--- config.mk ---
export PLATFORM = sky130hd
export DESIGN_NAME = cal_pulse_trim
export DESIGN_NICKNAME = d
export VERILOG_FILES = /design/src/rtl/cal_trim_pkg.sv /design/src/rtl/cal_win_ctr.sv /design/src/rtl/cal_slot_gen.sv /design/src/rtl/cal_pulse_trim.sv
export SDC_FILE = /design/constraint.sdc
export NUM_CORES = 1
export LEC_CHECK = 0
export ABC_AREA = 1
export BUFFER_PORTS_ARGS = -buffer_cell sky130_fd_sc_hd__buf_2
export CORE_UTILIZATION = 55
export CTS_BUF_LIST = sky130_fd_sc_hd__clkbuf_4 sky130_fd_sc_hd__clkbuf_8
export DETAILED_ROUTE_END_ITERATION = 16
export PLACE_DENSITY = 0.7
export SYNTH_ARGS = -nofsm -noshare
export SYNTH_HDL_FRONTEND = slang
export SYNTH_SLANG_ARGS = --single-unit
--- constraint.sdc ---
create_clock -name clk_i -period 2.5 [get_ports clk_i]
set_input_delay 0.125 -clock clk_i [delete_from_list [all_inputs] [get_ports clk_i]]
set_output_delay 0.125 -clock clk_i [all_outputs]
set_load 0.01 [all_outputs]
--- src/rtl/cal_trim_pkg.sv ---
package cal_trim_pkg;
  typedef enum logic [1:0] {
    WIN_FULL = 2'd0,
    WIN_HALF = 2'd1,
    WIN_QTR  = 2'd2
  } win_sel_e;

  // quarter window has priority over half window
  function automatic win_sel_e decode_win(input logic w8, input logic w16);
    if (w8)  return WIN_QTR;
    if (w16) return WIN_HALF;
    return WIN_FULL;
  endfunction
endpackage

--- src/rtl/cal_win_ctr.sv ---
module cal_win_ctr
  import cal_trim_pkg::*;
#(
  parameter int WIN_LOG = 20,
  parameter int MASK_W  = 9
) (
  input  logic               clk_i,
  input  logic               rst_ni,
  input  logic               tick_i,
  input  logic               add_i,
  input  logic [MASK_W-1:0]  mask_i,
  input  logic               win8_i,
  input  logic               win16_i,
  output logic [WIN_LOG-1:0] cnt_o,
  output logic               eff_add_o,
  output logic [MASK_W-1:0]  eff_mask_o,
  output logic [1:0]         eff_shift_o
);
  logic [WIN_LOG-1:0] cnt_q, hi_mask;
  logic               act_add_q;
  logic [MASK_W-1:0]  act_mask_q;
  logic [1:0]         act_shift_q, live_shift;
  logic               start, last;

  assign live_shift = 2'(decode_win(win8_i, win16_i));
  assign start      = (cnt_q == '0);

  // live settings apply on the window's first enable, held ones afterwards
  assign eff_add_o   = start ? add_i      : act_add_q;
  assign eff_mask_o  = start ? mask_i     : act_mask_q;
  assign eff_shift_o = start ? live_shift : act_shift_q;

  assign hi_mask = ~({WIN_LOG{1'b1}} >> eff_shift_o);
  assign last    = &(cnt_q | hi_mask);
  assign cnt_o   = cnt_q;

  always_ff @(posedge clk_i or negedge rst_ni) begin
    if (!rst_ni) begin
      cnt_q       <= '0;
      act_add_q   <= 1'b0;
      act_mask_q  <= '0;
      act_shift_q <= 2'd0;
    end else if (tick_i) begin
      cnt_q <= last ? '0 : cnt_q + WIN_LOG'(1);
      if (start) begin
        act_add_q   <= add_i;
        act_mask_q  <= mask_i;
        act_shift_q <= live_shift;
      end
    end
  end

  a_r9_hold_idle: assert property (@(posedge clk_i) disable iff (!rst_ni)
    !tick_i |=> $stable(cnt_q));
  a_r3_step: assert property (@(posedge clk_i) disable iff (!rst_ni)
    (tick_i && !last) |=> (cnt_q == $past(cnt_q) + WIN_LOG'(1)));
  a_r6_wrap: assert property (@(posedge clk_i) disable iff (!rst_ni)
    (tick_i && last) |=> (cnt_q == '0));
  a_r8_cfg_frozen: assert property (@(posedge clk_i) disable iff (!rst_ni)
    (tick_i && !start) |=> ($stable(act_mask_q) && $stable(act_add_q) && $stable(act_shift_q)));
endmodule

--- src/rtl/cal_slot_gen.sv ---
module cal_slot_gen #(
  parameter int WIN_LOG = 20,
  parameter int MASK_W  = 9
) (
  input  logic               clk_i,
  input  logic               rst_ni,
  input  logic               tick_i,
  input  logic [WIN_LOG-1:0] cnt_i,
  input  logic               eff_add_i,
  input  logic [MASK_W-1:0]  eff_mask_i,
  input  logic [1:0]         eff_shift_i,
  output logic               drop_o,
  output logic               ins_o
);
  localparam int SUB_W = WIN_LOG - MASK_W;
  localparam logic [SUB_W-1:0] INS_POS = SUB_W'(1) << (SUB_W - 1);

  logic [MASK_W-1:0] slot, slot_rev, thr;
  logic [SUB_W-1:0]  sub;

  assign slot = cnt_i[WIN_LOG-1 -: MASK_W];
  assign sub  = cnt_i[SUB_W-1:0];

  for (genvar b = 0; b < MASK_W; b++) begin : g_rev
    assign slot_rev[b] = slot[MASK_W-1-b];
  end

  // short windows leave top slot bits at zero, so low threshold bits are dropped
  assign thr = eff_mask_i & ({MASK_W{1'b1}} << eff_shift_i);

  assign drop_o = tick_i && (sub == '0) && (slot_rev < thr);
  assign ins_o  = tick_i && eff_add_i && (sub == INS_POS);

  a_r4_no_clash: assert property (@(posedge clk_i) disable iff (!rst_ni)
    $onehot0({drop_o, ins_o}));
  a_r9_quiet_idle: assert property (@(posedge clk_i) disable iff (!rst_ni)
    !tick_i |-> (!drop_o && !ins_o));
endmodule

--- src/rtl/cal_pulse_trim.sv ---
module cal_pulse_trim #(
  parameter int WIN_LOG = 20,
  parameter int MASK_W  = 9
) (
  input  logic              clk_i,
  input  logic              rst_ni,
  input  logic              tick_i,
  input  logic              add_i,
  input  logic [MASK_W-1:0] mask_i,
  input  logic              win8_i,
  input  logic              win16_i,
  output logic              tick_o,
  output logic              ins_o
);
  logic [WIN_LOG-1:0] cnt;
  logic               eff_add, drop;
  logic [MASK_W-1:0]  eff_mask;
  logic [1:0]         eff_shift;

  cal_win_ctr #(.WIN_LOG(WIN_LOG), .MASK_W(MASK_W)) u_ctr (
    .clk_i(clk_i), .rst_ni(rst_ni), .tick_i(tick_i),
    .add_i(add_i), .mask_i(mask_i), .win8_i(win8_i), .win16_i(win16_i),
    .cnt_o(cnt), .eff_add_o(eff_add), .eff_mask_o(eff_mask), .eff_shift_o(eff_shift)
  );

  cal_slot_gen #(.WIN_LOG(WIN_LOG), .MASK_W(MASK_W)) u_slot (
    .clk_i(clk_i), .rst_ni(rst_ni), .tick_i(tick_i), .cnt_i(cnt),
    .eff_add_i(eff_add), .eff_mask_i(eff_mask), .eff_shift_i(eff_shift),
    .drop_o(drop), .ins_o(ins_o)
  );

  assign tick_o = tick_i && !drop;

  a_r2_subset: assert property (@(posedge clk_i) disable iff (!rst_ni)
    tick_o |-> tick_i);
endmodule

# [Word level (Yosys, flattened, before mapping)]
# Cells that the tools add are included.
[totals] inputBits=15 reg_bits=32 elab_cells=32
[op_classes] n_addsub=1 n_reduce_logical=9 n_eq_ne=1 order_cmp=1 bitwise=3 shifts=2 muxes=11
[ops] operator="$add A20 B1 Y20 const B" n=1
[ops] operator="$logic_not A20 Y1" n=1
[ops] operator="$mux W20" n=1
[ops] operator="$not A20 Y20" n=1
[ops] operator="$or A20 B20 Y20" n=1
[ops] operator="$reduce_and A20 Y1" n=1
[ops] operator="$shr A20 B2 Y20 const A" n=1
[ops] operator="$eq A11 B11 Y1 const B" n=1
[ops] operator="$logic_not A11 Y1" n=1
[ops] operator="$mux W2" n=5
[ops] operator="$and A9 B9 Y9" n=1
[ops] operator="$lt A9 B9 Y1" n=1
[ops] operator="$mux W9" n=1
[ops] operator="$shl A9 B2 Y9 const A" n=1
[ops] operator="$logic_and A1 B1 Y1" n=5
[ops] operator="$mux W1" n=4
[ops] operator="$logic_not A1 Y1" n=1

# [Depth between registers and ports, before layout]
[depth] word_depth=11 mapped_depth=17 ltp_nobuf=16

# [Hierarchy]
# Synthesis repeated with hierarchy kept, for this count alone.
[hier_totals] hier_cells=326 area_unflattened_um2=2285.9
[by_module_without_submodules] mod="cal_win_ctr" instances=1 cells_each=262 seq_area_each_um2=800.8 area_per_inst_um2=1949.4
[by_module_without_submodules] mod="cal_slot_gen" instances=1 cells_each=62 seq_area_each_um2=0.0 area_per_inst_um2=326.6
[by_module_without_submodules] mod="cal_pulse_trim" instances=1 cells_each=2 seq_area_each_um2=0.0 area_per_inst_um2=10.0

# [Least setup slack after synthesis]
# Ideal clock, no wire load.
[synth_path] kind="reg2out" from="register u_ctr.cnt_q[0] (netlist: u_ctr.cnt_o[0])" to="output tick_o" setup_slack_ns=0.245 stages_incl_launch_ff=18 t_arrival_ns=2.130 path_cell_list="dfrtp_1 inv_1 ha_1 nand2_1 nor2_2 nand3_2 buf_6 inv_2 nand2_1 o21ai_0 nand2_1 ha_1 a21oi_1 o21ai_0 a21oi_1 nand3_1 nand2_1 inv_1"
[synth_via] elab_chain_len=8 elab_cells_between_ends=11 classes_between="order compare (1); shift (1); mux (2); bitwise (1); reduce/logical (6)"
[synth_rtl] element="start: declaration" line="cal_win_ctr.sv:19" text="logic [WIN_LOG-1:0] cnt_q, hi_mask;"
[synth_rtl] element="start signal: assignment" line="cal_win_ctr.sv:44" text="cnt_q <= last ? '0 : cnt_q + WIN_LOG'(1);"
[synth_rtl] element="$logic_not A20 Y1" line="cal_win_ctr.sv:26" text="assign start = (cnt_q == '0);"
[synth_rtl] element="$mux W2"
[synth_rtl] element="$shl A9 B2 Y9" line="cal_slot_gen.sv:29" text="assign thr = eff_mask_i & ({MASK_W{1'b1}} << eff_shift_i);"
[synth_rtl] element="$and A9 B9 Y9" line="cal_slot_gen.sv:29"
[synth_rtl] element="$lt A9 B9 Y1" line="cal_slot_gen.sv:31" text="assign drop_o = tick_i && (sub == '0) && (slot_rev < thr);"
[synth_rtl] element="$logic_and A1 B1 Y1 (*)" line="cal_slot_gen.sv:31"
[synth_rtl] element="$logic_not A1 Y1 (*)" line="cal_pulse_trim.sv:32" text="assign tick_o = tick_i && !drop;"
[synth_rtl] element="$logic_and A1 B1 Y1 (*)" line="cal_pulse_trim.sv:32"
[synth_rtl] element="end: declaration" line="cal_pulse_trim.sv:12" text="output logic tick_o,"
# Every way passes the cells marked *; elsewhere a longest branch is shown, timed or not.

# [Worst setup path after layout]
# Ends and elaborated chain as after synthesis.

==> run metrics <==
status=complete, but fails checks; failing checks=setup timing; CTS tree=yes; RSZ-0062 raised after global routing=yes; post-synth cell types=24; final worst slack=-0.236 ns; gr usage total=26.5%; IO buf count=16; row count=21; Initial Util=59.1%; count leader, synth=nand2_1; hpwl dp=3190 um; Root Driver=clkbuf_8; Fin Hold WS=0.111 ns; layout cells sized above 1=26.0%; Setup crit end kind=output pin; setup TNS=-0.236 ns; critical path data arrival time=2.61 ns; simple-gate share of the synthesized area=27.9%; CP max FO=7; Lkg Pwr=1.42 nW; worst slew pin tran=0.724 ns; Filler Cells Inserted=267; #FFs+latches synth=32; Clk pwr share=25.3%; Yosys top cell area share=39.4%; R2R depth=12; clock skew=0.00890 ns; vias in the first global route=1793; Syn Nets=293; Synth warnings=0; Reg2Reg Setup Slack=0.49 ns; final setup violation count=1; Final #Nets=339; ys flop type=dfrtp_1; post-synthesis async set-or-reset flop share=100%; post-route design area=0.00256 mm^2; # DRC=0; Final Util=74.5%; Yosys top cell by area=dfrtp_1; maxcap violations=0; Max Slew Vio Count=0; syn avg cell area=7.59 um^2; clock-pin slew of the registers on the worst-case setup and hold paths=0.06 ns; sequential share of power=39.5%; htree depth=2; DP Cell Count=342; synthesized area=0.00203 mm^2; Rel. slew slack=51.7%; Die Wd=62.8 um; Worst R2R Start=u_ctr.cnt_o[0]; GRT overflow=0; power density cells=674 mW/mm^2; worst setup path start=u_ctr.cnt_o[0]; Int Power=1.12 mW; Clk Latency, worst-skew pair=0.29 ns; diodes inserted=0; hold depth=3; first-pass GRT wire length=7910 um; Post-synth EDFFs=0; TritonRoute pass-1 iters=4; worst vdd ir=707 uV; crit path kind=reg2out; multiplexer area fraction after synthesis=2.95%; Syn Inst Count=268; met3 Resource Use GR=6.57%; Non-Filler Instances=361; critical path required time=2.38 ns; largest family of logic cells by synthesized area=simple AND/OR/NAND/NOR gates; 1st-iter DRT viols=114; Synth Area in Adders=6.15%; initial antenna violation count=0; Comb pwr share=35.2%; Hold EP=u_ctr.act_mask_q[0]; WL per Instance=12.6 um; Die ar.=0.00394 mm^2; Max Clock Freq=366 MHz; met1 Track Usage GR=33.2%; DRT Wirelength=4540 um; Fin. Hold Viols=0; GR met2 Demand/Resource=43.1%; DR vias=1794; post-synthesis sequential area ratio=39.4%; CTS max path bufs=2; Tcrit/Tclk final=109%; synth top area cells=dfrtp_1 (39%), nand2_1 (13%), inv_1 (8.3%); Placed Area=0.00226 mm^2; Sw Pwr=0.610 mW; Die Y=62.8 um; # IOs=17; GPL Wtd Cong=0.859; P&R area growth vs syn=26.1%; synth cell count leaders=nand2_1 (73), inv_1 (45), dfrtp_1 (32), nor2_1 (21), o21ai_0 (17); total power=1.73 mW; worst hold path class=in2reg; Num CTS Buffers=5; remaining antenna violation count=0; Net Sw Frac=35.3%; CTS sink count=32; Vias/cell=4.97; post-synthesis compound-gate area fraction=6.40%; Core ar.=0.00344 mm^2; Post-Place Setup Slack=-0.0104 ns; final critical-path required period=2.74 ns; HP Start=mask_i[0]; xor-xnor portion of the synthesized cell area=6.89%; Crit Reg-Reg Endpoint=u_ctr.cnt_o[17]; Startpoint Class=flop; gr busiest metal=met2; largest net degree at the start of global routing=33
==> critical path: stages, from the launching register on <==
cell and delay, ns:
dfrtp_1 0.39, inv_2 0.09, ha_4 0.14, nand2_4 0.05
nor2_4 0.15, nand3_4 0.14, buf_8 0.18, mux2i_4 0.18
ha_1 0.33, a21oi_2 0.12, o21ai_1 0.08, a21oi_1 0.14
nand3_1 0.09, nand2_1 0.08, inv_1 0.04, buf_2 0.13
==> final cells by class <==
class	instances	area (um^2)	share of cell area, %
Clock buffer	7	90.1	3.51
Clock inverter	1	7.51	0.293
Inverter	47	179	6.98
Multi-Input combinational cell	184	1130	44.0
Sequential cell	32	801	31.2
Tap cell	46	57.6	2.24
Timing Repair Buffer	44	300	11.7
==> cell families after synthesis <==
family          count (synthesis)
buf+inv                        52
flops                          32
fa+ha+maj                      10
xor+xnor                       16
simple gates                  127
compound gates                 25
mux                             6
==> how the worst max path moves through the flow <==
stage	endpoint	slack, ns	cells after the start
after CTS	tick_o	-0.17	14
after detailed placement	tick_o	-0.01	15
after floorplan	tick_o	0.25	17
after global placement	tick_o	0.04	17
after global routing	tick_o	-0.42	15
final	tick_o	-0.24	15
==> state kept, by name, summed over array words and instances, names as in the netlist <==
signal / count
u_ctr.cnt_o: 20
u_ctr.act_add_q: 1
u_ctr.act_mask_q: 9
u_ctr.act_shift_q: 2
==> timing repair <==
item                                    in CTS  in global routing
pin swaps                                   14                  6
setup buffers                                7                  3
resized for setup                           20                  8
endpoints found under the setup margin       1                  1
hold endpoints to repair                    32                  0
hold buffers                                 1                  0
==> power by group through the flow <==
| stage | combinational, mW | sequential [mW] | clock, mW |
|---|---|---|---|
| after floorplan | 0.326 | 0.684 | 0 |
| after detailed placement | 0.451 | 0.690 | 0 |
| final | 0.608 | 0.683 | 0.437 |
| after CTS | 0.551 | 0.677 | 0.440 |
| after global routing | 0.687 | 0.696 | 0.470 |
| after global placement | 0.443 | 0.688 | 0 |
==> metal layers <==
| layer | vias up | wire [um] | share of wire [%] |
|---|---|---|---|
| li1 | 926 | - | - |
| met1 | 828 | 2130 | 47 |
| met2 | 32 | 2200 | 48 |
| met3 | 8 | 142 | 3.1 |
| met4 | 0 | 76 | 1.7 |
| met5 | - | 0 | 0 |
==> cell usage in the layout, fill, tap and decap left out, types with 2 or more instances in the layout <==
cell	count
clkbuf_8	6
nand3_1	7
nand4_1	5
ha_1	8
inv_2	4
o21ai_0	16
inv_1	42
nand2_2	5
mux2i_4	2
xor2_1	10
xnor2_1	6
mux2i_1	3
a21oi_2	2
nor2_1	19
nor3_1	5
ha_4	2
buf_2	16
nor2_4	2
nor4_1	3
nor2_2	5
a21oi_1	4
buf_4	26
nand2_1	70
dfrtp_1	32
Power figures use the tool's default switching activity.
